**config.mk**
```make
export PLATFORM = sky130hd
export DESIGN_NAME = hostlink_slave
export DESIGN_NICKNAME = d
export VERILOG_FILES = /design/src/rtl/hl_pkg.sv /design/src/rtl/hl_fifo.sv /design/src/rtl/hl_uart_rx.sv /design/src/rtl/hl_uart_tx.sv /design/src/rtl/hostlink_slave.sv
export SDC_FILE = /design/constraint.sdc
export NUM_CORES = 1
export LEC_CHECK = 0
export ABC_AREA = 1
export BUFFER_PORTS_ARGS = -buffer_cell sky130_fd_sc_hd__buf_2
export CORE_ASPECT_RATIO = 0.8
export CORE_MARGIN = 10
export CORE_UTILIZATION = 50
export DETAILED_ROUTE_END_ITERATION = 16
export PLACE_DENSITY = 0.66
export SLEW_MARGIN = 5
export SYNTH_ARGS = -nofsm -noshare
export SYNTH_HDL_FRONTEND = slang
export SYNTH_SLANG_ARGS = --single-unit
```
**constraint.sdc**
```tcl
create_clock -name clk -period 2.17 [get_ports clk]
set_input_delay 0.1085 -clock clk [delete_from_list [all_inputs] [get_ports clk]]
set_output_delay 0.1085 -clock clk [all_outputs]
set_load 0.03 [all_outputs]
```
**src/rtl/hl_pkg.sv**
```systemverilog
package hl_pkg;
   typedef enum logic [2:0] {
      ST_IDLE  = 3'd0,
      ST_RXCMD = 3'd1,
      ST_RXPAR = 3'd2,
      ST_RSP   = 3'd3,
      ST_DATA  = 3'd4,
      ST_FIN   = 3'd5
   } hl_state_e;

   // status byte bit positions, decoded by the host
   localparam int STB_INVALID = 0;
   localparam int STB_PMISS   = 1;
   localparam int STB_OVR     = 2;
   localparam int STB_PERR    = 3;

   localparam logic [7:0] BAD_CMD = 8'h7F;
endpackage

```
**src/rtl/hl_fifo.sv**
```systemverilog
module hl_fifo #(
   parameter int W     = 8,
   parameter int DEPTH = 8
) (
   input  logic         clk,
   input  logic         rst_n,
   input  logic         clr,
   input  logic         push,
   input  logic [W-1:0] din,
   input  logic         pop,
   output logic [W-1:0] dout,
   output logic         empty,
   output logic         full
);
   localparam int AW   = (DEPTH > 1) ? $clog2(DEPTH) : 1;
   localparam int CNTW = $clog2(DEPTH + 1);
   localparam logic [AW-1:0]   PTR_LAST = AW'(DEPTH - 1);
   localparam logic [CNTW-1:0] CNT_FULL = CNTW'(DEPTH);

   logic [W-1:0]    mem [DEPTH];
   logic [AW-1:0]   wp, rp;
   logic [CNTW-1:0] cnt;
   logic            do_push, do_pop;

   assign empty   = (cnt == '0);
   assign full    = (cnt == CNT_FULL);
   assign do_push = push && !full;
   assign do_pop  = pop && !empty;
   assign dout    = mem[rp];

   function automatic logic [AW-1:0] nxt(input logic [AW-1:0] p);
      return (p == PTR_LAST) ? '0 : p + 1'b1;
   endfunction

   always_ff @(posedge clk or negedge rst_n) begin
      if (!rst_n) begin
         wp  <= '0;
         rp  <= '0;
         cnt <= '0;
      end else if (clr) begin
         wp  <= '0;
         rp  <= '0;
         cnt <= '0;
      end else begin
         if (do_push) wp <= nxt(wp);
         if (do_pop)  rp <= nxt(rp);
         case ({do_push, do_pop})
            2'b10:   cnt <= cnt + 1'b1;
            2'b01:   cnt <= cnt - 1'b1;
            default: cnt <= cnt;
         endcase
      end
   end

   always_ff @(posedge clk) begin
      if (do_push && !clr) mem[wp] <= din;
   end
endmodule

```
**src/rtl/hl_uart_rx.sv**
```systemverilog
module hl_uart_rx #(
   parameter int CPB        = 16,
   parameter bit STOP_CHECK = 1'b1
) (
   input  logic       clk,
   input  logic       rst_n,
   input  logic       en,
   input  logic       line_i,
   output logic       valid,
   output logic [7:0] data
);
   localparam int CW = $clog2(CPB);
   localparam logic [CW-1:0] LAST = CW'(CPB - 1);
   localparam logic [CW-1:0] MID  = CW'(CPB / 2 - 1);

   typedef enum logic [1:0] {RX_IDLE, RX_START, RX_BITS, RX_STOP} rx_st_e;

   rx_st_e        st;
   logic          s1, s2;
   logic [CW-1:0] cnt;
   logic [2:0]    nb;
   logic [7:0]    sh;
   logic          stop_ok;

   generate
      if (STOP_CHECK) begin : g_stop_chk
         assign stop_ok = s2;
      end else begin : g_stop_free
         assign stop_ok = 1'b1;
      end
   endgenerate

   assign data = sh;

   always_ff @(posedge clk or negedge rst_n) begin
      if (!rst_n) begin
         s1    <= 1'b1;
         s2    <= 1'b1;
         st    <= RX_IDLE;
         cnt   <= '0;
         nb    <= '0;
         sh    <= '0;
         valid <= 1'b0;
      end else begin
         s1    <= line_i;
         s2    <= s1;
         valid <= 1'b0;
         if (!en) begin
            st <= RX_IDLE;
         end else begin
            case (st)
               RX_IDLE: if (!s2) begin
                  st  <= RX_START;
                  cnt <= '0;
               end
               RX_START: if (cnt == MID) begin
                  cnt <= '0;
                  nb  <= '0;
                  st  <= s2 ? RX_IDLE : RX_BITS;
               end else cnt <= cnt + 1'b1;
               RX_BITS: if (cnt == LAST) begin
                  cnt <= '0;
                  sh  <= {s2, sh[7:1]};
                  nb  <= nb + 1'b1;
                  if (nb == 3'd7) st <= RX_STOP;
               end else cnt <= cnt + 1'b1;
               RX_STOP: if (cnt == LAST) begin
                  st    <= RX_IDLE;
                  valid <= stop_ok;
               end else cnt <= cnt + 1'b1;
               default: st <= RX_IDLE;
            endcase
         end
      end
   end
endmodule

```
**src/rtl/hl_uart_tx.sv**
```systemverilog
module hl_uart_tx #(
   parameter int CPB = 16
) (
   input  logic       clk,
   input  logic       rst_n,
   input  logic       start,
   input  logic [7:0] din,
   output logic       busy,
   output logic       drive_low
);
   localparam int CW = $clog2(CPB);
   localparam logic [CW-1:0] LAST = CW'(CPB - 1);

   logic [9:0]    sh;
   logic [CW-1:0] cnt;
   logic [3:0]    nb;

   assign drive_low = busy && !sh[0];

   always_ff @(posedge clk or negedge rst_n) begin
      if (!rst_n) begin
         sh   <= '1;
         cnt  <= '0;
         nb   <= '0;
         busy <= 1'b0;
      end else if (!busy) begin
         if (start) begin
            sh   <= {1'b1, din, 1'b0};
            cnt  <= '0;
            nb   <= '0;
            busy <= 1'b1;
         end
      end else if (cnt == LAST) begin
         cnt <= '0;
         if (nb == 4'd9) begin
            busy <= 1'b0;
         end else begin
            nb <= nb + 1'b1;
            sh <= {1'b1, sh[9:1]};
         end
      end else begin
         cnt <= cnt + 1'b1;
      end
   end
endmodule

```
**src/rtl/hostlink_slave.sv**
```systemverilog
module hostlink_slave #(
   parameter int CLKS_PER_BIT = 2083,
   parameter int NUM_CMDS     = 16,
   parameter int RXQ_DEPTH    = 8,
   parameter int TXQ_DEPTH    = 8,
   parameter bit STOP_CHECK   = 1'b1
) (
   input  logic       clk,
   input  logic       rst_n,
   input  logic       dq_i,
   output logic       dq_oe,
   input  logic       we_i,
   output logic       we_oe,
   output logic       cmd_valid,
   input  logic       cmd_ready,
   output logic [7:0] cmd_data,
   output logic       cmd_is_cmd,
   input  logic       param_ack,
   input  logic       perr_set,
   input  logic       rsp_valid,
   output logic       rsp_ready,
   input  logic [7:0] rsp_data,
   input  logic       rsp_end
);
   import hl_pkg::*;

   localparam logic [7:0] NCMD_B = 8'(NUM_CMDS);

   generate
      if (CLKS_PER_BIT < 4) begin : g_bad_cpb
         $error("CLKS_PER_BIT must be at least 4");
      end
      if (NUM_CMDS < 1 || NUM_CMDS > 127) begin : g_bad_ncmd
         $error("NUM_CMDS must be within 1..127");
      end
      if (RXQ_DEPTH < 2 || TXQ_DEPTH < 2) begin : g_bad_depth
         $error("queue depths must be at least 2");
      end
   endgenerate

   hl_state_e st, st_nx;
   logic we_s1, we_s2, we_d;
   logic we_fall, we_rise, receiving, responding, fall_take, rise_take;
   logic rx_vld;
   logic [7:0] rx_byte;
   logic rxq_pop, rxq_empty, rxq_full;
   logic [7:0] rxq_dout, cmd_code;
   logic pop_cmd;
   logic txq_push, txq_empty, txq_full;
   logic [7:0] txq_din, txq_dout, status_byte;
   logic tx_go, tx_busy, tx_low;
   logic flg_invalid, flg_pmiss, flg_ovr, flg_perr, ovr_set;

   // enable wire: two-flop synchroniser, then edge detect
   always_ff @(posedge clk or negedge rst_n) begin
      if (!rst_n) begin
         we_s1 <= 1'b1;
         we_s2 <= 1'b1;
         we_d  <= 1'b1;
      end else begin
         we_s1 <= we_i;
         we_s2 <= we_s1;
         we_d  <= we_s2;
      end
   end

   assign we_fall    = we_d && !we_s2;
   assign we_rise    = !we_d && we_s2;
   assign receiving  = (st == ST_RXCMD) || (st == ST_RXPAR);
   assign responding = (st == ST_RSP) || (st == ST_DATA) || (st == ST_FIN);
   assign fall_take  = we_fall && !responding;
   assign rise_take  = we_rise && receiving;

   hl_uart_rx #(.CPB(CLKS_PER_BIT), .STOP_CHECK(STOP_CHECK)) u_rx (
      .clk(clk), .rst_n(rst_n), .en(receiving), .line_i(dq_i),
      .valid(rx_vld), .data(rx_byte)
   );

   hl_fifo #(.W(8), .DEPTH(RXQ_DEPTH)) u_rxq (
      .clk(clk), .rst_n(rst_n), .clr(fall_take), .push(rx_vld), .din(rx_byte),
      .pop(rxq_pop), .dout(rxq_dout), .empty(rxq_empty), .full(rxq_full)
   );

   assign cmd_code   = rxq_dout[7] ? BAD_CMD : rxq_dout;
   assign cmd_is_cmd = (st == ST_RXCMD);
   assign cmd_data   = cmd_is_cmd ? cmd_code : rxq_dout;
   assign cmd_valid  = !rxq_empty &&
                       ((st == ST_RXCMD) || ((st == ST_RXPAR) && !flg_invalid));
   assign pop_cmd    = (st == ST_RXCMD) && !rxq_empty && cmd_ready;
   assign rxq_pop    = pop_cmd ||
                       ((st == ST_RXPAR) && !rxq_empty && (flg_invalid || cmd_ready));

   always_comb begin
      st_nx = st;
      case (st)
         ST_IDLE:  if (fall_take) st_nx = ST_RXCMD;
         ST_RXCMD: begin
            if (rise_take)      st_nx = ST_RSP;
            else if (fall_take) st_nx = ST_RXCMD;
            else if (pop_cmd)   st_nx = ST_RXPAR;
         end
         ST_RXPAR: begin
            if (rise_take)      st_nx = ST_RSP;
            else if (fall_take) st_nx = ST_RXCMD;
         end
         ST_RSP:   st_nx = ST_DATA;
         ST_DATA:  if (rsp_end && !(rsp_valid && !rsp_ready)) st_nx = ST_FIN;
         ST_FIN:   if (txq_empty && !tx_busy) st_nx = ST_IDLE;
         default:  st_nx = ST_IDLE;
      endcase
   end

   always_ff @(posedge clk or negedge rst_n) begin
      if (!rst_n) st <= ST_IDLE;
      else        st <= st_nx;
   end

   always_comb begin
      status_byte = '0;
      status_byte[STB_INVALID] = flg_invalid;
      status_byte[STB_PMISS]   = flg_pmiss;
      status_byte[STB_OVR]     = flg_ovr;
      status_byte[STB_PERR]    = flg_perr;
   end

   assign rsp_ready = (st == ST_DATA) && !txq_full;
   assign txq_push  = (st == ST_RSP) || ((st == ST_DATA) && rsp_valid && rsp_ready);
   assign txq_din   = (st == ST_RSP) ? status_byte : rsp_data;
   assign tx_go     = responding && !txq_empty && !tx_busy;
   assign ovr_set   = (rx_vld && rxq_full) || (txq_push && txq_full);

   hl_fifo #(.W(8), .DEPTH(TXQ_DEPTH)) u_txq (
      .clk(clk), .rst_n(rst_n), .clr(fall_take), .push(txq_push), .din(txq_din),
      .pop(tx_go), .dout(txq_dout), .empty(txq_empty), .full(txq_full)
   );

   hl_uart_tx #(.CPB(CLKS_PER_BIT)) u_tx (
      .clk(clk), .rst_n(rst_n), .start(tx_go), .din(txq_dout),
      .busy(tx_busy), .drive_low(tx_low)
   );

   always_ff @(posedge clk or negedge rst_n) begin
      if (!rst_n) begin
         flg_invalid <= 1'b0;
         flg_pmiss   <= 1'b0;
         flg_ovr     <= 1'b0;
         flg_perr    <= 1'b0;
      end else begin
         if (pop_cmd) begin
            flg_invalid <= (cmd_code >= NCMD_B);
            flg_pmiss   <= 1'b1;
            flg_perr    <= 1'b0;
         end else begin
            if (param_ack) flg_pmiss <= 1'b0;
            if (perr_set)  flg_perr  <= 1'b1;
         end
         if (st == ST_RSP) flg_ovr <= ovr_set;
         else              flg_ovr <= flg_ovr || ovr_set;
      end
   end

   assign we_oe = responding;
   assign dq_oe = tx_low;
endmodule

```
==> results.sh, run 1 <==
export IMPL_diodes=0
export IMPL_grt_max_degree=48
export IMPL_timing_rr_start="st[0]"
export IMPL_wl_mm=22.3
export IMPL_ys_ff_latch=212
export IMPL_drt_iter0_drc=682
export IMPL_synth_ff_type="edfxtp_1"
export IMPL_syn_area_mm2=0.00970
export IMPL_nNetsFinal=1106
export IMPL_cpPeakStageDelay_ps=470
export IMPL_post_route_period_util_pct=99.9
export IMPL_rows=45
export IMPL_grt_total_usage_pct=17.6
export IMPL_fmaxAchievable_ghz=0.461
export IMPL_leakage_nw=4.66
export IMPL_arrival_ps=2060
export IMPL_critPathSlowestCell="dfrtp_2"
export IMPL_hold_path_cell_count=4
export IMPL_fin_util_pct=60.8
export IMPL_synth_xor_area_share_pct=1.08
export IMPL_hold_start="rsp_valid"
export IMPL_clock_root_buffer="clkbuf_16"
export IMPL_r2r_cells=13
export IMPL_dr_total_vias=7095
export IMPL_maxSlewViolCount=0
export IMPL_place_port_buffers=29
export IMPL_synth_mux_area_share_pct=0.219
export IMPL_clockBufferDepth=3
export IMPL_ios=30
export IMPL_crit_chain="clkinvlp_4 > buf_6 > buf_4 > nor2_2 > o22ai_1 > nand2_1 > nand3_1 > buf_6"
export IMPL_drc=0
export IMPL_die_x_um=176
export IMPL_synth_top_family_by_area="simple AND/OR/NAND/NOR gates"
export IMPL_p_per_area_mw_per_mm2=1010
export IMPL_place_hpwl_mm=15.0
export IMPL_grt_pass1_wl_mm=35.9
export IMPL_cts_inserted_buffers=22
export IMPL_crit_type="flop to primary output"
export IMPL_dieArea_mm2=0.0254
export IMPL_firstDrtPassIters=5
export IMPL_synth_cell_types=48
export IMPL_synthAdderAreaFrac_pct=3.35
export IMPL_clk_pin_slew_ps=60
export IMPL_synth_simple_gate_area_share_pct=18.1
export IMPL_slew_headroom_pct=37.3
export IMPL_hold_viol=0
export IMPL_startpoint_type="flop"
export IMPL_avgRoutedWirePerCell_um=16.7
export IMPL_cts_max_level=1
export IMPL_tritoncts="built"
export IMPL_cts_sinks=212
export IMPL_fillers=1591
export IMPL_rrSetupSlack_ps=170
export IMPL_fin_crit_ps=2170
export IMPL_die_h_um=145
export IMPL_ys_seq_area_share_pct=61.5
export IMPL_rr_endpoint="u_rxq.cnt[3]"
export IMPL_ir_worst_vdd_v=0.000655
export IMPL_syn_to_final_growth_pct=19.3
export IMPL_cpMostUsedCell="buf_6"
export IMPL_drv_cap=0
export IMPL_hold_class="primary input to flop"
export IMPL_holdWs_ps=19.9
export IMPL_synth_warnings=0
export IMPL_path_max_fanout=8
export IMPL_tightest_slew_ps=930
export IMPL_synth_area_per_cell_um2=9.98
export IMPL_crit_required_ps=2060
export IMPL_setup_viol=0
export IMPL_start_util_pct=51.0
export IMPL_coreArea_mm2=0.0190
export IMPL_drive_gt1_share_pct=18.1
export IMPL_antenna_found_initial=0
export IMPL_vias_per_cell=5.31
export IMPL_rsz0062_at_grt="yes"
export IMPL_grt_pass1_vias=6726
export IMPL_final_cell_mix="151 x nand2_1, 134 x nor2_1, 128 x edfxtp_1, 109 x o21ai_0, 93 x inv_1"
export IMPL_grt_remaining_overflow=0
export IMPL_status="finished, final reports clean"
export IMPL_final_common_cell="nand2_1"
export IMPL_insertion_delay_ps=510
export IMPL_synthArstFlopShare_pct=39.6
export IMPL_cp_end_kind="primary output"
export IMPL_synth_compound_gate_area_share_pct=10.5
export IMPL_place_congestion=0.879
export IMPL_syn_inst=972
export IMPL_syn_nets=1015
export IMPL_hold_path_end="st[0]"
export IMPL_synth_edf_count=128
export IMPL_antenna_left=0
export IMPL_fin_skew_ps=12.3
-- how the worst max path moves through the flow --
| stage | start | end | depth (start not counted) | slack [ps] |
|---|---|---|---|---|
| global placement | st[1] | u_rxq.mem[3][2] | 10 | 140 |
| CTS | u_rxq.rp[0] | cmd_data[3] | 10 | -0.1 |
| finish | u_rxq.rp[0] | cmd_data[0] | 8 | 3 |
| global route | u_rxq.rp[0] | cmd_data[6] | 10 | -60 |
| floorplan | st[2] | u_rxq.mem[0][0] | 9 | 60 |
| detailed placement | st[1] | u_rxq.mem[1][5] | 10 | 80 |
-- sequential cells by signal, indices dropped and copies added (netlist names), 4 cells and up --
register and flops:
u_txq.cnt 4, u_rxq.mem 64, u_rxq.cnt 4, u_tx.sh 9, u_tx.cnt 12, u_txq.mem 64
u_rx.data 8, u_rx.cnt 12, u_tx.nb 4
-- worst max-delay path: cells and delay by family (launching register included) --
family	cells	cell delay [ps]
flip-flops	1	470
AND/OR/NAND/NOR	3	310
AO/OA/AOI/OAI	1	110
buffers and inverters	4	680
-- cell type report --
cell class / count / area [µm²] / share of cell area [%]
flip-flops and latches: 212 / 5970 / 51.6
clock inverters: 8 / 124 / 1.07
well taps: 258 / 323 / 2.79
clock buffers: 32 / 661 / 5.71
inverters: 106 / 412 / 3.56
multi-input cells: 628 / 3340 / 28.8
repair inverters: 1 / 7.51 / 0.0649
repair buffers: 92 / 742 / 6.41
-- cell usage after synthesis (14+ instances only) --
| library cell | n | area (µm²) |
|---|---|---|
| nand3_1 | 53 | 265 |
| clkbuf_1 | 20 | 75.1 |
| dfrtp_1 | 70 | 1750 |
| o22ai_1 | 36 | 225 |
| ha_1 | 26 | 325 |
| inv_1 | 96 | 360 |
| dfstp_2 | 14 | 368 |
| nand2_1 | 157 | 589 |
| o21ai_0 | 113 | 566 |
| edfxtp_1 | 128 | 3840 |
| nor2_1 | 146 | 548 |
| a21oi_1 | 14 | 70.1 |
-- power by group --
| group | switching, mW | internal [mW] | total [mW] |
|---|---|---|---|
| registers | 0.243 | 4.72 | 4.97 |
| logic | 1.79 | 0.875 | 2.67 |
| clock network | 1.55 | 2.48 | 4.02 |
-- layer usage --
layer | track usage [%] | up-vias | routed length (µm) | share of wire [%]
met2 | 24.9 | 191 | 9340 | 42
met3 | 3.80 | 27 | 1710 | 7.7
li1 | - | 3492 | - | -
met1 | 26.9 | 3385 | 10900 | 49
met5 | 0 | - | 0 | 0
met4 | 4.01 | 0 | 328 | 1.5
-- cells by family (layout without fill, tap and decap cells) --
logic type | count (synthesis) | after routing
compound gates | 185 | 185
xor+xnor | 12 | 12
fa+ha+maj | 26 | 26
buf+inv | 132 | 239
flops | 212 | 212
mux | 2 | 2
simple gates | 403 | 403
-- through the flow --
stage	instance area [µm²]	setup WS, ps	std cells	TNS (ps)	power [mW]
floorplan	9700	59.0	972	0	6.80
global placement	10400	141	1279	0	7.57
detailed placement	10400	79.7	1279	0	7.60
CTS	11400	-0.119	1333	-0.119	11.6
global route	11600	-63.5	1337	-362	12.3
finish	11600	2.65	1337	0	11.7
-- what timing repair did --
| item | CTS | global route |
|---|---|---|
| setup buffers | 6 | 4 |
| gates resized for setup | 21 | 38 |
| hold endpoints to repair | 40 | 0 |
| hold buffers | 6 | 0 |
| gates cloned | 2 | 0 |
| setup endpoints to repair | 8 | 76 |
| pin swaps | 2 | 6 |
(Power assumes the default switching activity.)
==> inputs of run 2 (changes only) <==
--- a/config.mk
+++ b/config.mk
@@ -8,7 +8,7 @@
 export ABC_AREA = 1
 export BUFFER_PORTS_ARGS = -buffer_cell sky130_fd_sc_hd__buf_2
 export CORE_ASPECT_RATIO = 0.8
-export CORE_MARGIN = 10
+export CORE_MARGIN = 5
 export CORE_UTILIZATION = 50
 export DETAILED_ROUTE_END_ITERATION = 16
 export PLACE_DENSITY = 0.66
@@ -16,3 +16,4 @@
 export SYNTH_ARGS = -nofsm -noshare
 export SYNTH_HDL_FRONTEND = slang
 export SYNTH_SLANG_ARGS = --single-unit
+export TNS_END_PERCENT = 10
==> constraint.sdc (replaced) <==
create_clock -name clk -period 2.17 [get_ports clk]
set_input_delay 0.5425 -clock clk [delete_from_list [all_inputs] [get_ports clk]]
set_output_delay 0.5425 -clock clk [all_outputs]
set_load 0.03 [all_outputs]
==> run 2 against run 1 <==
Compared with the run above:
- the run now ends with negative setup slack left
- final cell count shrank 0.67%
- sequential share of layout area grew 0.63 points
- global-route usage grew 1.6 points
- maximum frequency shrank 12%
- register-to-register slack lost 90 ps
- combinational power grew 1%
- highest routed layer unchanged
==> results.sh, run 2 (synthesis gave the netlist of run 1 again) <==
export IMPL_avgRoutedWirePerCell_um=16.4
export IMPL_clk_pin_slew_ps=60
export IMPL_cts_inserted_buffers=22
export IMPL_fin_area_mm2=0.0114
export IMPL_grt_remaining_overflow=0
export IMPL_dieArea_mm2=0.0223
export IMPL_diodes=0
export IMPL_syn_to_final_growth_pct=17.8
export IMPL_cts_sinks=212
export IMPL_wl_mm=21.7
export IMPL_fillers=1628
export IMPL_drc=0
export IMPL_cp_end_kind="primary output"
export IMPL_failed_checks="negative setup slack"
export IMPL_dr_total_vias=7008
export IMPL_tns_ps=-2340
export IMPL_coreArea_mm2=0.0190
export IMPL_final_cell_mix="155 x nand2_1, 142 x nor2_1, 128 x edfxtp_1, 99 x o21ai_0, 93 x inv_1"
export IMPL_startpoint_type="flop"
export IMPL_maxSlewViolCount=0
export IMPL_drive_gt1_share_pct=16.5
export IMPL_insertion_delay_ps=510
export IMPL_place_congestion=0.881
export IMPL_fmaxAchievable_ghz=0.405
export IMPL_tightest_slew_ps=860
export IMPL_top_regs="u_rxq.mem: 64 flops, u_txq.mem: 64 flops"
export IMPL_status="complete, but fails checks"
export IMPL_worst_slack_ps=-301
export IMPL_crit_required_ps=1630
export IMPL_pwr_share_seq_pct=43.9
export IMPL_grt_total_usage_pct=19.3
export IMPL_ios=30
export IMPL_intPower_mw=7.79
export IMPL_switching_power_mw=3.53
export IMPL_p_per_area_mw_per_mm2=990
export IMPL_dpl_cell_area_mm2=0.0105
export IMPL_clockPowerShare_pct=32.2
export IMPL_multi_input_area_mm2=0.00329
export IMPL_die_h_um=135
export IMPL_arrival_ps=1930
export IMPL_rsz0062_at_grt="yes"
export IMPL_power_share_switching_pct=31.1
export IMPL_pre_cts_slack_ps=33.3
export IMPL_fin_crit_ps=2470
export IMPL_power_mw=11.3
export IMPL_post_route_period_util_pct=114
export IMPL_dp_cells=1283
export IMPL_power_frac_comb_pct=23.9
export IMPL_holdWs_ps=137
export IMPL_clock_root_buffer="clkbuf_16"
export IMPL_clockBufferDepth=3
export IMPL_fin_cells=1328
export IMPL_tritoncts="built"
export IMPL_ir_worst_vdd_v=0.000861
export IMPL_slew_headroom_pct=42.0
export IMPL_start_util_pct=51.0
export IMPL_place_port_buffers=29
export IMPL_drt_iter0_drc=463
export IMPL_grt_max_degree=35
export IMPL_hold_class="primary input to flop"
export IMPL_hold_viol=0
export IMPL_setup_viol=10
export IMPL_final_common_cell="nand2_1"
export IMPL_rows=45
export IMPL_drv_cap=0
export IMPL_antenna_left=0
export IMPL_fin_util_pct=60.1
export IMPL_fin_skew_ps=14.9
export IMPL_path_max_fanout=8
export IMPL_antenna_found_initial=0
export IMPL_crit_type="flop to primary output"
export IMPL_leakage_nw=4.61
export IMPL_grt_pass1_wl_mm=35.1
export IMPL_die_x_um=166
export IMPL_firstDrtPassIters=5
export IMPL_vias_per_cell=5.28
export IMPL_grt_pass1_vias=6632
export IMPL_nNetsFinal=1098
export IMPL_place_hpwl_mm=14.5
export IMPL_ff_latch_area_mm2=0.00597
export IMPL_cts_max_level=1
-- run 2: changes by cell type in the layout (fill, tap and decap cells not counted), sizes merged --
cell         previous run  this run
clkbuf                 32        35
inv                   104       105
clkinvlp                4         0
dlygate4sd3             6         1
buf                    85        82
bufinv                  3         1
clkinv                  4         5
-- run 2: power by group through the flow --
stage,clock [mW],combinational [mW],sequential (mW)
after global routing,3.93,3.06,5.02
after floorplan,0,1.81,4.99
after global placement,0,2.54,5.02
final,3.64,2.71,4.97
after detailed placement,0,2.58,5.03
after CTS,3.72,2.71,4.97
-- run 2: cell type report --
cell class,count,area share [%]
Multi-Input combinational cell,628,28.8
Timing Repair Buffer,85,6.46
Clock inverter,5,0.514
Sequential cell,212,52.2
Inverter,106,3.63
Tap cell,258,2.82
Clock buffer,34,5.57
-- run 2: routing by layer --
metal  global-route usage [%]  vias up  part of all wire [%]
li1                         -     3477                     -
met1                     30.2     3311                    49
met2                     28.5      191                    42
met3                     3.19       29                   6.4
met4                     3.99        0                   1.9
met5                        0        -                     0
-- run 2: worst max-delay path, cell delays in order, from the launching register on --
cell and delay (ps):
dfrtp_2 500, buf_4 170, clkbuf_16 140, o21ai_0 80, o22ai_1 220, nand2_1 80, nand3_1 100, buf_6 130
-- run 2: path summary, 6_finish.rpt --
path	startpoint	end	slack, ps	cells past startpoint
worst max register to register	st[0]	u_rxq.cnt[3]	80	14
min in group asynchronous	rst_n	flg_perr	540	2
max in group asynchronous	rst_n	we_s1	1000	3
worst min-delay path	dq_i	u_rx.s1	140	1
worst max-delay path	u_rxq.rp[0]	cmd_data[3]	-300	7
worst min register to register	we_s1	we_s2	360	0
-- run 2: timing repair --
| action | CTS | global route |
|---|---|---|
| pin swaps | 5 | 4 |
| cloned | 1 | 1 |
| hold buffers | 1 | 0 |
| endpoints found under the hold margin | 9 | 0 |
| resized for setup | 46 | 24 |
| setup endpoints to repair | 11 | 78 |
| buffers inserted | 2 | 1 |
==> inputs of run 3 (changes only) <==
--- a/config.mk
+++ b/config.mk
@@ -10,8 +10,10 @@
 export CORE_ASPECT_RATIO = 0.8
 export CORE_MARGIN = 5
 export CORE_UTILIZATION = 50
+export CTS_BUF_LIST = sky130_fd_sc_hd__clkbuf_16
 export DETAILED_ROUTE_END_ITERATION = 16
-export PLACE_DENSITY = 0.66
+export PLACE_DENSITY = 0.71
+export SKIP_CTS_REPAIR_TIMING = 1
 export SLEW_MARGIN = 5
 export SYNTH_ARGS = -nofsm -noshare
 export SYNTH_HDL_FRONTEND = slang
==> run 3 against run 2 <==
Compared with the run above:
- the run ends with negative hold slack, negative setup slack left
- maximum frequency shrank 4.2%
- count of clock-buffer cells in the layout decreased by 11
- non-clock buffer count decreased by 2
- register-to-register slack barely moved
- utilization is 0.41 points lower
- critical path type unchanged
- critical endpoint is now cmd_data[1]
- largest power group unchanged
- highest routed layer unchanged
==> results.sh, run 3 (synthesis gave the netlist of run 1 again) <==
export IMPL_drc=0
export IMPL_arrival_ps=2040
export IMPL_wl_mm=21.8
export IMPL_die_x_um=166
export IMPL_clk_pin_slew_ps=60
export IMPL_startpoint_type="flop"
export IMPL_place_port_buffers=29
export IMPL_syn_to_final_growth_pct=17.0
export IMPL_power_mw=11.1
export IMPL_insertion_delay_ps=500
export IMPL_grt_pass1_wl_mm=35.1
export IMPL_ios=30
export IMPL_cp_end_kind="primary output"
export IMPL_grt_pass1_vias=6890
export IMPL_rsz0062_at_grt="yes"
export IMPL_clockBufferDepth=3
export IMPL_final_common_cell="nand2_1"
export IMPL_grt_remaining_overflow=0
export IMPL_setup_viol=10
export IMPL_drive_gt1_share_pct=16.8
export IMPL_drv_cap=0
export IMPL_diodes=0
export IMPL_fin_util_pct=59.7
export IMPL_crit_chain="buf_12 > nor2_2 > nor2_1 > o21ai_0 > nand2_1 > nand2_1 > nand2_2 > nand2_4 > nand3_2 > buf_6"
export IMPL_p_per_area_mw_per_mm2=974
export IMPL_drt_iter0_drc=699
export IMPL_antenna_left=0
export IMPL_fmaxAchievable_ghz=0.388
export IMPL_dieArea_mm2=0.0223
export IMPL_maxSlewViolCount=0
export IMPL_tightest_slew_ps=774
export IMPL_rows=45
export IMPL_fin_skew_ps=19.1
export IMPL_cts_sinks=212
export IMPL_failed_checks="negative hold slack, negative setup slack"
export IMPL_dp_cells=1284
export IMPL_fillers=1590
export IMPL_nNetsFinal=1097
export IMPL_grt_total_usage_pct=19.1
export IMPL_avgRoutedWirePerCell_um=16.4
export IMPL_antenna_found_initial=0
export IMPL_crit_required_ps=1630
export IMPL_slew_headroom_pct=47.8
export IMPL_fin_crit_ps=2580
export IMPL_status="complete, but fails checks"
export IMPL_final_cell_mix="154 x nand2_1, 141 x nor2_1, 128 x edfxtp_1, 111 x o21ai_0, 104 x inv_1"
export IMPL_grt_max_degree=32
export IMPL_place_hpwl_mm=14.9
export IMPL_dr_total_vias=7185
export IMPL_firstDrtPassIters=5
export IMPL_coreArea_mm2=0.0190
export IMPL_leakage_nw=4.62
export IMPL_cpPeakStageDelay_ps=450
export IMPL_path_max_fanout=9
export IMPL_die_h_um=135
export IMPL_ir_worst_vdd_v=0.000564
export IMPL_start_util_pct=51.0
export IMPL_vias_per_cell=5.41
export IMPL_critPathSlowestCell="dfrtp_2"
export IMPL_hold_viol=13
export IMPL_cpMostUsedCell="nand2_1"
export IMPL_tritoncts="built"
export IMPL_cts_max_level=1
export IMPL_cts_inserted_buffers=23
export IMPL_hold_class="primary input to asynchronous set/reset pin"
export IMPL_post_route_period_util_pct=119
export IMPL_top_regs="u_rxq.mem: 64 flops, u_txq.mem: 64 flops"
export IMPL_holdWs_ps=-22.1
export IMPL_clock_root_buffer="clkbuf_16"
export IMPL_fin_cells=1329
export IMPL_crit_type="flop to primary output"
export IMPL_place_congestion=0.851
export IMPL_worst_slack_ps=-408
[run 3: layout make-up]
type | count | area (µm²) | share of cell area [%]
repair buffers | 83 | 679 | 5.98
clock inverters | 19 | 86.3 | 0.760
inverters | 106 | 410 | 3.61
flip-flops and latches | 212 | 5970 | 52.5
well taps | 258 | 323 | 2.84
multi-input cells | 628 | 3310 | 29.2
clock buffers | 23 | 576 | 5.07
[run 3: routing by layer]
layer	vias up	global-route usage, %	share of wire, %
met5	-	0	0
met4	0	4.95	1.9
met3	33	2.52	6.8
met2	241	29.7	45
met1	3442	28.8	46
li1	3469	-	-
[run 3: report_power, final]
| part | total [mW] | switching [mW] | internal, mW |
|---|---|---|---|
| Sequential | 4.97 | 0.244 | 4.72 |
| Combinational | 2.68 | 1.78 | 0.893 |
| Clock | 3.41 | 1.49 | 1.92 |
| Total | 11.1 | 3.52 | 7.54 |
[run 3: through the flow]
| stage | TNS [ps] | setup WS, ps | instance area, µm² |
|---|---|---|---|
| 2_1_floorplan | 0 | 39.7 | 9710 |
| 3_3_place_gp | 0 | 61.6 | 10500 |
| 3_5_place_dp | 0 | 31.5 | 10500 |
| 4_1_cts | -3930 | -463 | 11200 |
| 5_1_grt | -4990 | -537 | 11400 |
| 6_report | -3490 | -408 | 11400 |
[run 3: worst max-delay path: cells and delay by family (launching register included)]
family / cells / cell delay, ps
AOI/OAI and AO/OA: 1 / 110
and+or+nand+nor: 7 / 660
DFF: 1 / 450
buffers and inverters: 2 / 300
[run 3: final timing paths]
kind / from / slack [ps] / depth (start not counted) / end
setup / recovery: u_rxq.rp[0] / -410 / 10 / cmd_data[1]
hold / removal: rst_n / -20 / 1 / u_txq.rp[0]
setup reg to reg: u_txq.cnt[0] / 80 / 12 / u_txq.cnt[2]
hold reg to reg: we_s1 / 350 / 0 / we_s2
max in group asynchronous: rst_n / 1580 / 2 / we_s1
min in group clk: dq_i / 150 / 1 / u_rx.s1
